[config.mk]
export PLATFORM = sky130hd
export DESIGN_NAME = ppt_port
export DESIGN_NICKNAME = d
export VERILOG_FILES = /design/src/rtl/ppt_pkg.sv /design/src/rtl/ppt_edge_sync.sv /design/src/rtl/ppt_flag.sv /design/src/rtl/ppt_strb_gen.sv /design/src/rtl/ppt_port.sv
export SDC_FILE = /design/constraint.sdc
export NUM_CORES = 1
export LEC_CHECK = 0
export BUFFER_PORTS_ARGS = -buffer_cell sky130_fd_sc_hd__buf_4
export CAP_MARGIN = 25
export CORE_MARGIN = 8
export CORE_UTILIZATION = 53
export DETAILED_ROUTE_END_ITERATION = 6
export PLACE_DENSITY_LB_ADDON = 0.2
export SLEW_MARGIN = 20
export SYNTH_ARGS = -nofsm -noshare
export SYNTH_HDL_FRONTEND = slang
export SYNTH_SLANG_ARGS = --single-unit
[constraint.sdc]
create_clock -name clk -period 2.3 [get_ports clk]
set_clock_uncertainty 0.15 [all_clocks]
set_input_delay 0.23 -clock clk [delete_from_list [all_inputs] [get_ports clk]]
set_output_delay 0.23 -clock clk [all_outputs]
set_load 0.05 [all_outputs]
[src/rtl/ppt_pkg.sv]
package ppt_pkg;
  localparam int ADDR_W = 3;

  typedef enum logic [ADDR_W-1:0] {
    A_CTRL   = 3'd0,
    A_CLATCH = 3'd1,
    A_BOUT   = 3'd2,
    A_CPINS  = 3'd3,
    A_CDIR   = 3'd4
  } reg_addr_e;

  localparam int CB_HI   = 0;
  localparam int CB_RISE = 1;
  localparam int CB_PLS  = 2;
  localparam int CB_OUT  = 3;
  localparam int CB_HS   = 4;
  localparam int CB_IRQ  = 6;
  localparam int CB_FLAG = 7;

  typedef struct packed {
    logic irq_en;
    logic hs_en;
    logic out_hs;
    logic pulsed;
    logic stra_rise;
    logic strb_hi;
  } port_ctrl_t;
endpackage

[src/rtl/ppt_edge_sync.sv]
module ppt_edge_sync #(
  parameter int SYNC_STAGES = 2
) (
  input  logic clk,
  input  logic rst_n,
  input  logic stra,
  input  logic rise_sel,
  output logic act_edge
);
  logic [SYNC_STAGES-1:0] sh;
  logic prev;
  logic cur;

  assign cur = sh[SYNC_STAGES-1];

  // flops rest high: the idle level of the strobe line
  always_ff @(posedge clk or negedge rst_n) begin
    if (!rst_n) begin
      sh   <= '1;
      prev <= 1'b1;
    end else begin
      sh   <= {sh[SYNC_STAGES-2:0], stra};
      prev <= cur;
    end
  end

  assign act_edge = rise_sel ? (cur & ~prev) : (~cur & prev);

  // an active edge lasts one cycle unless the edge select moves
  assert_edge_single_R2: assert property (@(posedge clk) disable iff (!rst_n)
    act_edge ##1 $stable(rise_sel) |-> !act_edge);
endmodule

[src/rtl/ppt_flag.sv]
module ppt_flag (
  input  logic clk,
  input  logic rst_n,
  input  logic set_evt,
  input  logic ctrl_rd,
  input  logic latch_rd,
  output logic flag
);
  logic armed;

  always_ff @(posedge clk or negedge rst_n) begin
    if (!rst_n) begin
      flag  <= 1'b0;
      armed <= 1'b0;
    end else begin
      if (set_evt)
        flag <= 1'b1;
      else if (latch_rd && armed)
        flag <= 1'b0;

      if (latch_rd)
        armed <= 1'b0;
      else if (ctrl_rd && flag)
        armed <= 1'b1;
    end
  end

  assert_flag_set_R2: assert property (@(posedge clk) disable iff (!rst_n)
    set_evt |=> flag);

  assert_flag_clear_R3: assert property (@(posedge clk) disable iff (!rst_n)
    $fell(flag) |-> $past(armed && latch_rd));
endmodule

[src/rtl/ppt_strb_gen.sv]
module ppt_strb_gen #(
  parameter int PULSE_CYCLES = 2
) (
  input  logic clk,
  input  logic rst_n,
  input  logic pulse_trig,
  input  logic hs_en,
  input  logic pulsed,
  input  logic out_hs,
  input  logic strb_hi,
  input  logic flag,
  input  logic avail_set,
  input  logic ack,
  output logic strb
);
  localparam int CW = $clog2(PULSE_CYCLES + 1);

  logic [CW-1:0] cnt;
  logic pulse_on;
  logic avail;
  logic level_on;
  logic active;

  always_ff @(posedge clk or negedge rst_n) begin
    if (!rst_n)
      cnt <= '0;
    else if (pulse_trig)
      cnt <= CW'(PULSE_CYCLES);
    else if (cnt != '0)
      cnt <= cnt - 1'b1;
  end

  always_ff @(posedge clk or negedge rst_n) begin
    if (!rst_n)
      avail <= 1'b0;
    else if (avail_set)
      avail <= 1'b1;
    else if (ack)
      avail <= 1'b0;
  end

  assign pulse_on = (cnt != '0);
  assign level_on = hs_en && !pulsed && (out_hs ? avail : !flag);
  assign active   = pulse_on || level_on;
  assign strb     = strb_hi ? active : !active;

  generate
    if (PULSE_CYCLES >= 2) begin : g_min_width
      assert_pulse_min_R6: assert property (@(posedge clk) disable iff (!rst_n)
        $rose(pulse_on) |=> pulse_on);
    end
  endgenerate

  assert_avail_hold_R11: assert property (@(posedge clk) disable iff (!rst_n)
    avail && !ack |=> avail);
endmodule

[src/rtl/ppt_port.sv]
module ppt_port
  import ppt_pkg::*;
#(
  parameter int DATA_W       = 8,
  parameter int SYNC_STAGES  = 2,
  parameter int PULSE_CYCLES = 2
) (
  input  logic              clk,
  input  logic              rst_n,
  input  logic [ADDR_W-1:0] bus_addr,
  input  logic              bus_wr,
  input  logic              bus_rd,
  input  logic [DATA_W-1:0] bus_wdata,
  output logic [DATA_W-1:0] bus_rdata,
  input  logic [DATA_W-1:0] pc_in,
  output logic [DATA_W-1:0] pc_out,
  output logic [DATA_W-1:0] pc_dir,
  output logic [DATA_W-1:0] pb_out,
  input  logic              stra,
  output logic              strb,
  output logic              irq
);
  port_ctrl_t ctrl;
  logic [DATA_W-1:0] c_latch;
  logic act_edge;
  logic flag;

  logic wr_ctrl, wr_clatch, wr_bout, wr_cdir;
  logic rd_ctrl, rd_clatch;
  logic pulse_trig;

  assign wr_ctrl   = bus_wr && (bus_addr == A_CTRL);
  assign wr_clatch = bus_wr && (bus_addr == A_CLATCH);
  assign wr_bout   = bus_wr && (bus_addr == A_BOUT);
  assign wr_cdir   = bus_wr && (bus_addr == A_CDIR);
  assign rd_ctrl   = bus_rd && (bus_addr == A_CTRL);
  assign rd_clatch = bus_rd && (bus_addr == A_CLATCH);

  always_ff @(posedge clk or negedge rst_n) begin
    if (!rst_n) begin
      ctrl   <= '0;
      pc_dir <= '0;
      pc_out <= '0;
      pb_out <= '0;
    end else begin
      if (wr_ctrl) begin
        ctrl.strb_hi   <= bus_wdata[CB_HI];
        ctrl.stra_rise <= bus_wdata[CB_RISE];
        ctrl.pulsed    <= bus_wdata[CB_PLS];
        ctrl.out_hs    <= bus_wdata[CB_OUT];
        ctrl.hs_en     <= bus_wdata[CB_HS];
        ctrl.irq_en    <= bus_wdata[CB_IRQ];
      end
      if (wr_cdir)   pc_dir <= bus_wdata;
      if (wr_clatch) pc_out <= bus_wdata;
      if (wr_bout)   pb_out <= bus_wdata;
    end
  end

  // input latch; in output handshake the strobe is only an acknowledge
  always_ff @(posedge clk or negedge rst_n) begin
    if (!rst_n)
      c_latch <= '0;
    else if (act_edge && !(ctrl.hs_en && ctrl.out_hs))
      c_latch <= pc_in;
  end

  ppt_edge_sync #(.SYNC_STAGES(SYNC_STAGES)) u_sync (
    .clk      (clk),
    .rst_n    (rst_n),
    .stra     (stra),
    .rise_sel (ctrl.stra_rise),
    .act_edge (act_edge)
  );

  ppt_flag u_flag (
    .clk      (clk),
    .rst_n    (rst_n),
    .set_evt  (act_edge),
    .ctrl_rd  (rd_ctrl),
    .latch_rd (rd_clatch),
    .flag     (flag)
  );

  always_comb begin
    pulse_trig = 1'b0;
    if (!ctrl.hs_en)
      pulse_trig = wr_bout;
    else if (ctrl.pulsed)
      pulse_trig = ctrl.out_hs ? wr_clatch : rd_clatch;
  end

  ppt_strb_gen #(.PULSE_CYCLES(PULSE_CYCLES)) u_strb (
    .clk        (clk),
    .rst_n      (rst_n),
    .pulse_trig (pulse_trig),
    .hs_en      (ctrl.hs_en),
    .pulsed     (ctrl.pulsed),
    .out_hs     (ctrl.out_hs),
    .strb_hi    (ctrl.strb_hi),
    .flag       (flag),
    .avail_set  (wr_clatch && ctrl.hs_en && ctrl.out_hs && !ctrl.pulsed),
    .ack        (act_edge),
    .strb       (strb)
  );

  assign irq = flag && ctrl.irq_en;

  always_comb begin
    bus_rdata = '0;
    case (bus_addr)
      A_CTRL: begin
        bus_rdata[CB_HI]   = ctrl.strb_hi;
        bus_rdata[CB_RISE] = ctrl.stra_rise;
        bus_rdata[CB_PLS]  = ctrl.pulsed;
        bus_rdata[CB_OUT]  = ctrl.out_hs;
        bus_rdata[CB_HS]   = ctrl.hs_en;
        bus_rdata[CB_IRQ]  = ctrl.irq_en;
        bus_rdata[CB_FLAG] = flag;
      end
      A_CLATCH: bus_rdata = c_latch;
      A_BOUT:   bus_rdata = pb_out;
      A_CPINS:  bus_rdata = pc_in;
      A_CDIR:   bus_rdata = pc_dir;
      default:  bus_rdata = '0;
    endcase
  end

  assert_bout_load_R6: assert property (@(posedge clk) disable iff (!rst_n)
    wr_bout |=> pb_out == $past(bus_wdata));

  assert_irq_needs_flag_R5: assert property (@(posedge clk) disable iff (!rst_n)
    $rose(irq) |-> $past(act_edge) || $past(wr_ctrl));
endmodule

==> metrics, run 1 <==
P per Cell Area between 1000 and 1500 mW/mm^2; Flop pwr share a little under two fifths; post-cts gate resize count 0; Max-Cap Viols 0; total global routing overflow 0; Final Cell Area between 0.002 and 0.003 mm^2; Hold WC Path Type in -> reg; slowest stage cell, crit path dfrtp_1; mean area per synthesized cell about 13 um^2; final WL between 5 and 6 mm; Initial Util between 50% and 60%; H-tree depth 2; post-synthesis cell area roughly 0.0024 mm^2; met2 wire length roughly 2.6 mm; switch share about two fifths; DP Area approximately 0.0028 mm^2; Worst path max stage delay about 0.47 ns; I/O Buffers 57; Wirelength per Cell 19.7 um; root buffer cell clkbuf_8; Final period util around nine tenths; Post-synth EDFFs 0; Post-Syn Nets about 200; Worst R2R End c_latch[2]; Int Pwr roughly 1.9 mW; routed length on met1 approximately 2.7 mm; crit path max fanout 8; relative slew slack 61.4%; worst vdd ir 0.877 mV; cts hold-fix bufs 2; met3 WL roughly 360 um; Critical Path RT between 1.5 and 2 ns; CP Capture Type output port; largest net degree at the start of global routing 47; area grow syn2layout 24.1%; reg2reg setup slack roughly 0.59 ns; CTS buffer count 5; Max Clk Rate 481 MHz; Clk pwr share about a fifth; register area share after synthesis roughly half; NetSw 1.25 mW; # Post-CTS Setup Buffers 0; Area contributors post-synth dfrtp_1 45%, mux2_4 15%, mux2_1 7.1%; count of endpoints failing setup in the final report 0; CP startpoint kind register; fraction of layout cells with a size suffix above 1 between 40% and 50%; total global-route track usage between 10% and 20%; LEAKAGE ~1.4 nW; Unique masters post-synth 42; die width just over 80 um; slew at the pin with the worst max-slew slack about 0.58 ns; Cell Chain, Critical Path nor2b_1 > o41ai_2 > xnor2_1 > buf_4; first-pass GRT wire length about 9.4 mm; clock tree sinks 46; I/O pin total 58; worst slack at placement roughly 0.44 ns; Vias between 1500 and 2000; row count 24; Worst-path clk slew 0.09 ns; DRC 0; post-route ant nets 0; most frequent cells in the layout 60 x buf_4, 43 x dfrtp_1, 23 x mux2_4; Async S/R FF share, synth between 90% and 100%; most common cell after layout, fill and taps aside buf_4; Max Slew Vio Count 0; FF-to-FF Start u_sync.prev; hold_sp bus_wdata[5]; Vias per Instance ~5.7; Final WS setup roughly 0.22 ns; worst skew pair latency between 0.3 and 0.4 ns; number of global-route vias before repair 1780; top routing layer in use met4; HPWL Detailed approximately 4.3 mm; antenna violations before repair 0; ys flop type dfrtp_1; DRT Pass-1 Iters 4; Hold Path Sink pb_out[5]; buffer and inverter count on the worst path 1; Logic pwr share between 40% and 50%; status complete, no violations; DRT iter0 DRCs about 140; routability congestion estimate ~0.8; synthesized instance count between 150 and 200; crit-path leading delay family flip-flops; diode count 0; critical path type reg -> out; R2R depth 3; TNS Setup 0 ns; Core Box Area ~0.0043 mm^2; Hold Crit Depth 2; Hold Fails Final Rpt 0; die area 0.00687 mm^2; min cycle time layout between 2 and 2.5 ns; Seq cells post-synth 46; critical path arrival roughly 1.7 ns; Bufs on Longest Clock Path 2; power consumption 3.13 mW; Ys Warns 0; area share of the largest cell type after synthesis between 40 and 50%; RSZ-0062 raised after global routing no; DIE HEIGHT a little over 80 um; Layout Nets around 260; CTS tree built; cell taking the most area after synthesis dfrtp_1
-- power by group through the flow --
stage	sequential, mW	clock, mW	combinational, mW
final	1.20	0.602	1.33
after detailed placement	1.21	0	1.34
after global placement	1.20	0	1.31
after global routing	1.23	0.647	1.41
after CTS	1.20	0.609	1.35
after floorplan	1.48	0	0.643
-- worst max-delay path by stage --
stage                     start           end  slack [ns]  depth (start not counted)
global route            ctrl[3]          strb        0.14                          4
global placement    bus_addr[1]  bus_rdata[0]        0.49                          5
CTS                     ctrl[3]          strb        0.21                          4
detailed placement  bus_addr[1]  bus_rdata[0]        0.44                          5
floorplan             pc_dir[1]  bus_rdata[1]        0.21                          3
finish                  ctrl[3]          strb        0.22                          4
-- layer usage --
layer	vias up	global-route usage, %
li1	769	-
met1	824	22.5
met2	59	24.8
met5	-	0
met4	0	5.59
met3	9	4.49
-- cell usage after synthesis, drive strengths merged (3+ instances only) --
master	n
buf	10
and2	4
dfstp	3
inv	7
mux2i	10
dfrtp	43
nand2	7
nor2b	7
a2bb2oi	6
o21ai	6
nand3	3
mux2	38
o22ai	6
-- state kept, by name, summed over array words and instances (netlist names) --
signal        flops
u_strb.cnt        2
u_sync.prev       1
u_strb.avail      1
u_sync.sh         2
pc_out            8
c_latch           8
pb_out            8
u_flag.flag       1
pc_dir            8
ctrl              6
u_flag.armed      1
-- worst reg2reg max path: stages, from the launching register on --
cell	delay [ns]
dfstp_2	0.57
and3b_4	0.22
o21ai_4	0.32
mux2_4	0.34
-- kinds of logic (layout without fill, tap and decap cells) --
family          Yosys count  after routing  share of synthesized area [%]
compound gates           30             30                           9.92
xor+xnor                  2              2                          0.739
fa+ha+maj                 1              1                          0.527
buf+inv                  17             77                           4.22
flops                    46             46                           48.7
mux                      49             49                           27.0
simple gates             33             33                           8.91
-- per-stage QoR --
step	instances	hold WS [ns]	util, %
after global routing	290	0.00523	68.1
after floorplan	178	-0.216	-
after detailed placement	280	0.119	65.1
final	290	0.00595	68.1
after CTS	290	0.00808	68.1
after global placement	280	0.110	65.1
-- final cells by class --
cell class	count	area, um^2
tap	52	65.1
fill	332	1380
clock inverter	3	40.0
clock buffer	5	68.8
inverter	7	26.3
timing repair buffer	62	470
multi-input combinational	115	1120
sequential	46	1150
Power figures use the tool's default switching activity.
==> inputs of run 2 (changes only) <==
- CORE_MARGIN: 8 -> not set
==> run 2 against run 1 <==
Utilization increased by 2.8 points. Worst hold slack gained 0.0060 ns. Non-clock buffer count up 1. Critical path type unchanged. Critical endpoint unchanged.
==> metrics, run 2 (same netlist as run 1, synthesis figures left out) <==
status complete, no violations (unchanged); CP startpoint kind register (unchanged); most common cell after layout, fill and taps aside buf_4 (unchanged); CP Capture Type output port (unchanged); worst skew pair latency 0.30 ns (was 0.31 ns); Hold Fails Final Rpt 0 (unchanged); Initial Util 57.2% (was 54.9%); worst slack at placement 0.472 ns (was 0.443 ns); Wirelength per Cell 18.1 um (was 19.7 um); DP Area 0.00281 mm^2 (about the same); P per Cell Area 1030 mW/mm^2 (was 1060 mW/mm^2); Bufs on Longest Clock Path 2 (unchanged); NetSw 1.23 mW (was 1.25 mW); CTS buffer count 5 (unchanged); Worst-path clk slew 0.09 ns (about the same); first-pass GRT wire length 8.02 mm (was 9.40 mm); I/O Buffers 57 (unchanged); RSZ-0062 raised after global routing no (unchanged); fraction of layout cells with a size suffix above 1 42.3% (was 42.4%); relative slew slack 61.4% (about the same); Final WS setup 0.295 ns (was 0.223 ns); R2R depth 3 (unchanged); Max-Cap Viols 0 (unchanged); H-tree depth 2 (unchanged); Final Cell Area 0.00294 mm^2 (about the same); Vias per Instance 5.70 (was 5.73); switch share 40.6% (was 40.0%); Hold WC Path Type in -> reg (unchanged); row count 23 (was 24); total global-route track usage 23.9% (was 16.6%); die area 0.00475 mm^2 (was 0.00687 mm^2); critical path arrival 1.63 ns (was 1.70 ns); Hold Crit Depth 2 (unchanged); DIE HEIGHT 68.9 um (was 82.9 um); root buffer cell clkbuf_8 (unchanged); power consumption 3.03 mW (was 3.13 mW); Max Clk Rate 499 MHz (was 481 MHz); Core Box Area 0.00414 mm^2 (was 0.00432 mm^2); # Post-CTS Setup Buffers 0 (unchanged); Max Slew Vio Count 0 (unchanged); antenna violations before repair 0 (unchanged); worst vdd ir 0.578 mV (was 0.877 mV); post-cts gate resize count 0 (unchanged); area grow syn2layout 23.8% (was 24.1%); I/O pin total 58 (unchanged); DRC 0 (unchanged); clock tree sinks 46 (unchanged); final WL 5.23 mm (was 5.71 mm); critical path type reg -> out (unchanged); most frequent cells in the layout 60 x buf_4, 43 x dfrtp_1, 23 x mux2_4 (unchanged); min cycle time layout 2.01 ns (was 2.08 ns); Clk pwr share 17.3% (was 19.2%); DRT Pass-1 Iters 4 (unchanged); number of global-route vias before repair 1617 (was 1780); crit path max fanout 7 (was 8); Logic pwr share 43.4% (was 42.5%); DRT iter0 DRCs 88 (was 138); Vias 1647 (was 1661); HPWL Detailed 3.80 mm (was 4.27 mm); die width 68.9 um (was 82.9 um); diode count 0 (unchanged); Int Pwr 1.80 mW (was 1.88 mW); Critical Path RT 1.92 ns (about the same); slew at the pin with the worst max-slew slack 0.579 ns (was 0.578 ns); CTS tree built (unchanged); TNS Setup 0 ns (unchanged); total global routing overflow 0 (unchanged); Layout Nets 263 (was 262); largest net degree at the start of global routing 47 (unchanged); routability congestion estimate 0.812 (was 0.822); LEAKAGE 1.39 nW (about the same); count of endpoints failing setup in the final report 0 (unchanged); post-route ant nets 0 (unchanged); Flop pwr share 39.3% (was 38.3%); Final period util 87.2% (was 90.3%)
[run 2: cell types whose count changed in the layout (fill, tap and decap cells not counted)]
cell,delta
bufinv_16,-1
clkbuf_8,+1
clkinv_2,-1
clkinvlp_4,+1
dlygate4sd3_1,+1
[run 2: worst max-delay path: stages, from the launching register on]
cell and delay (ns):
dfrtp_1 0.47, inv_1 0.11, o41ai_2 0.37, xnor2_1 0.16, buf_4 0.22
[run 2: metrics by stage]
step	std cells	hold slack (ns)	utilization (%)
finish	289	0.0120	70.9
detailed placement	278	0.128	67.8
CTS	288	0.0104	70.6
global route	289	0.00412	70.9
global placement	278	0.108	67.8
floorplan	178	-0.216	-
[run 2: repair_timing]
item	4_1_cts	5_1_grt
setup endpoints to repair	0	0
hold endpoints to repair	44	1
hold buffers	2	1
[run 2: layout make-up]
cell class	count	area, um^2
fill	307	1210
sequential	46	1150
multi-input combinational	115	1120
timing repair buffer	63	480
clock buffer	6	82.6
tap	50	62.6
inverter	7	26.3
clock inverter	2	12.5
[run 2: power groups by stage]
stage                     registers (mW)  clock network, mW  logic (mW)
after global routing                1.22              0.566        1.40
after CTS                           1.19              0.527        1.33
after global placement              1.20                  0        1.29
after detailed placement            1.21                  0        1.32
after floorplan                     1.48                  0       0.643
final                               1.19              0.524        1.32
[run 2: path summary, 6_finish.rpt]
path | slack (ns) | end | start
setup / recovery | 0.29 | strb | ctrl[4]
hold / removal | 0.01 | pb_out[7] | bus_wdata[7]
setup reg to reg | 0.60 | c_latch[1] | u_sync.prev
hold reg to reg | 0.22 | u_sync.sh[1] | u_sync.sh[0]
max in group asynchronous | 1.28 | u_sync.prev | rst_n
min in group asynchronous | 0.31 | u_flag.armed | rst_n
[run 2: metal layers]
metal  vias to the layer above  GRT usage [%]  routed length [um]
met5                         -              0                   0
met4                         0           6.89                  57
met3                         6           5.43                 270
met2                        44           37.1                2480
met1                       830           33.3                2430
li1                        767              -                   -
==> inputs of run 3 (changes only) <==
- PLACE_DENSITY_LB_ADDON: 0.2 -> 0.25
==> run 3 against run 2 <==
Combinational power is essentially flat. Count of clock-buffer cells in the layout is 1 higher. Register-to-register slack got worse by 0.02 ns. Non-clock buffer count shrank 1. Utilization is 0.33 points lower.
==> metrics, run 3 (same netlist as run 1, synthesis figures left out) <==
total global routing overflow 0 (unchanged); Worst path max stage delay 0.47 ns (about the same); final WL 5.11 mm (was 5.23 mm); Vias 1638 (was 1647); post-cts gate resize count 0 (unchanged); fraction of layout cells with a size suffix above 1 42.0% (was 42.3%); routability congestion estimate 0.855 (was 0.812); worst vdd ir 0.579 mV (was 0.578 mV); slew at the pin with the worst max-slew slack 0.562 ns (was 0.579 ns); root buffer cell clkbuf_8 (unchanged); Bufs on Longest Clock Path 2 (unchanged); relative slew slack 62.5% (was 61.4%); DRC 0 (unchanged); status complete, no violations (unchanged); fill count 321 (was 307); Initial Util 57.2% (unchanged); I/O pin total 58 (unchanged); CTS buffer count 5 (unchanged); Critical Path RT 1.92 ns (about the same); LEAKAGE 1.38 nW (was 1.39 nW); row count 23 (unchanged); Worst-path clk slew 0.09 ns (about the same); DRT iter0 DRCs 102 (was 88); diode count 0 (unchanged); area grow syn2layout 23.2% (was 23.8%); first-pass GRT wire length 7.87 mm (was 8.02 mm); CP Capture Type output port (unchanged); clock tree sinks 46 (unchanged); die area 0.00475 mm^2 (unchanged); number of global-route vias before repair 1535 (was 1617); most frequent cells in the layout 60 x buf_4, 43 x dfrtp_1, 23 x mux2_4 (unchanged); largest net degree at the start of global routing 47 (unchanged); Max Slew Vio Count 0 (unchanged); total global-route track usage 23.8% (was 23.9%); TNS Setup 0 ns (unchanged); Max Clk Rate 479 MHz (was 499 MHz); critical path type reg -> out (unchanged); P per Cell Area 1030 mW/mm^2 (about the same); post-route ant nets 0 (unchanged); Core Box Area 0.00414 mm^2 (unchanged); Vias per Instance 5.69 (was 5.70); DRT Pass-1 Iters 4 (unchanged); Hold WC Path Type in -> reg (unchanged); Final period util 90.7% (was 87.2%); Hold Fails Final Rpt 0 (unchanged); crit path max fanout 8 (was 7); RSZ-0062 raised after global routing no (unchanged); crit-path leading delay family flip-flops (unchanged); HPWL Detailed 3.63 mm (was 3.80 mm); min cycle time layout 2.09 ns (was 2.01 ns); H-tree depth 2 (unchanged); DIE HEIGHT 68.9 um (unchanged); Wirelength per Cell 17.7 um (was 18.1 um); CP startpoint kind register (unchanged); critical path arrival 1.71 ns (was 1.63 ns); Max-Cap Viols 0 (unchanged); most common cell after layout, fill and taps aside buf_4 (unchanged); count of endpoints failing setup in the final report 0 (unchanged); slowest stage cell, crit path dfrtp_1 (unchanged); worst skew pair latency 0.29 ns (was 0.30 ns); buffer and inverter count on the worst path 1 (was 2); Cell Chain, Critical Path nor2b_1 > o41ai_2 > xnor2_1 > buf_4 (was inv_1 > o41ai_2 > xnor2_1 > buf_4); I/O Buffers 57 (unchanged); CTS tree built (unchanged); antenna violations before repair 0 (unchanged); die width 68.9 um (unchanged); Util after Layout 70.5% (was 70.9%); Layout Nets 262 (was 263)
-- run 3: cell types whose count changed in the layout (fill, tap and decap cells not counted), sizes merged --
cell	before	now
clkbuf	6	7
clkinvlp	1	0
dlygate4sd3	3	2
-- run 3: timing repair --
action / 4_1_cts / 5_1_grt
hold buffers: 2 / 0
endpoints found under the hold margin: 44 / 0
setup buffers: 0 / 0
-- run 3: final timing paths --
check                                   from           end  cells past startpoint  slack [ns]
worst max-delay path                 ctrl[3]          strb                      4        0.21
max in group asynchronous              rst_n     pc_dir[7]                      2        1.30
worst min register to register  u_sync.sh[0]  u_sync.sh[1]                      0        0.21
worst min-delay path                pc_in[3]    c_latch[3]                      2        0.02
worst max register to register   u_sync.prev    c_latch[7]                      3        0.58
min in group asynchronous              rst_n    c_latch[7]                      2        0.30
-- run 3: layout make-up --
class / instances / area [um^2] / share of cell area [%]
Timing Repair Buffer: 62 / 470 / 16.1
Inverter: 7 / 26.3 / 0.899
Tap cell: 50 / 62.6 / 2.14
Clock inverter: 1 / 5.00 / 0.171
Sequential cell: 46 / 1150 / 39.5
Clock buffer: 7 / 86.3 / 2.95
Multi-Input combinational cell: 115 / 1120 / 38.2
-- run 3: routing by layer --
metal	global-route usage (%)	part of all wire (%)
met5	0	0
met4	8.67	1.5
met3	6.74	6.1
met2	34.5	45
met1	34.0	48
-- run 3: report_power, final --
part / internal, mW / switching (mW) / total [mW]
combinational: 0.543 / 0.772 / 1.31
clock: 0.243 / 0.261 / 0.503
sequential: 1.02 / 0.180 / 1.20
-- run 3: per-stage QoR --
stage / cell area [um^2] / worst slack (ns) / hold WS, ns / std cells / power [mW]
5_1_grt: 2920 / 0.173 / 0.0139 / 288 / 3.17
3_5_place_dp: 2810 / 0.497 / 0.115 / 278 / 2.52
2_1_floorplan: 2370 / 0.212 / -0.216 / 178 / 2.13
4_1_cts: 2920 / 0.230 / 0.0165 / 288 / 3.03
6_report: 2920 / 0.214 / 0.0164 / 288 / 3.01
3_3_place_gp: 2810 / 0.527 / 0.116 / 278 / 2.50
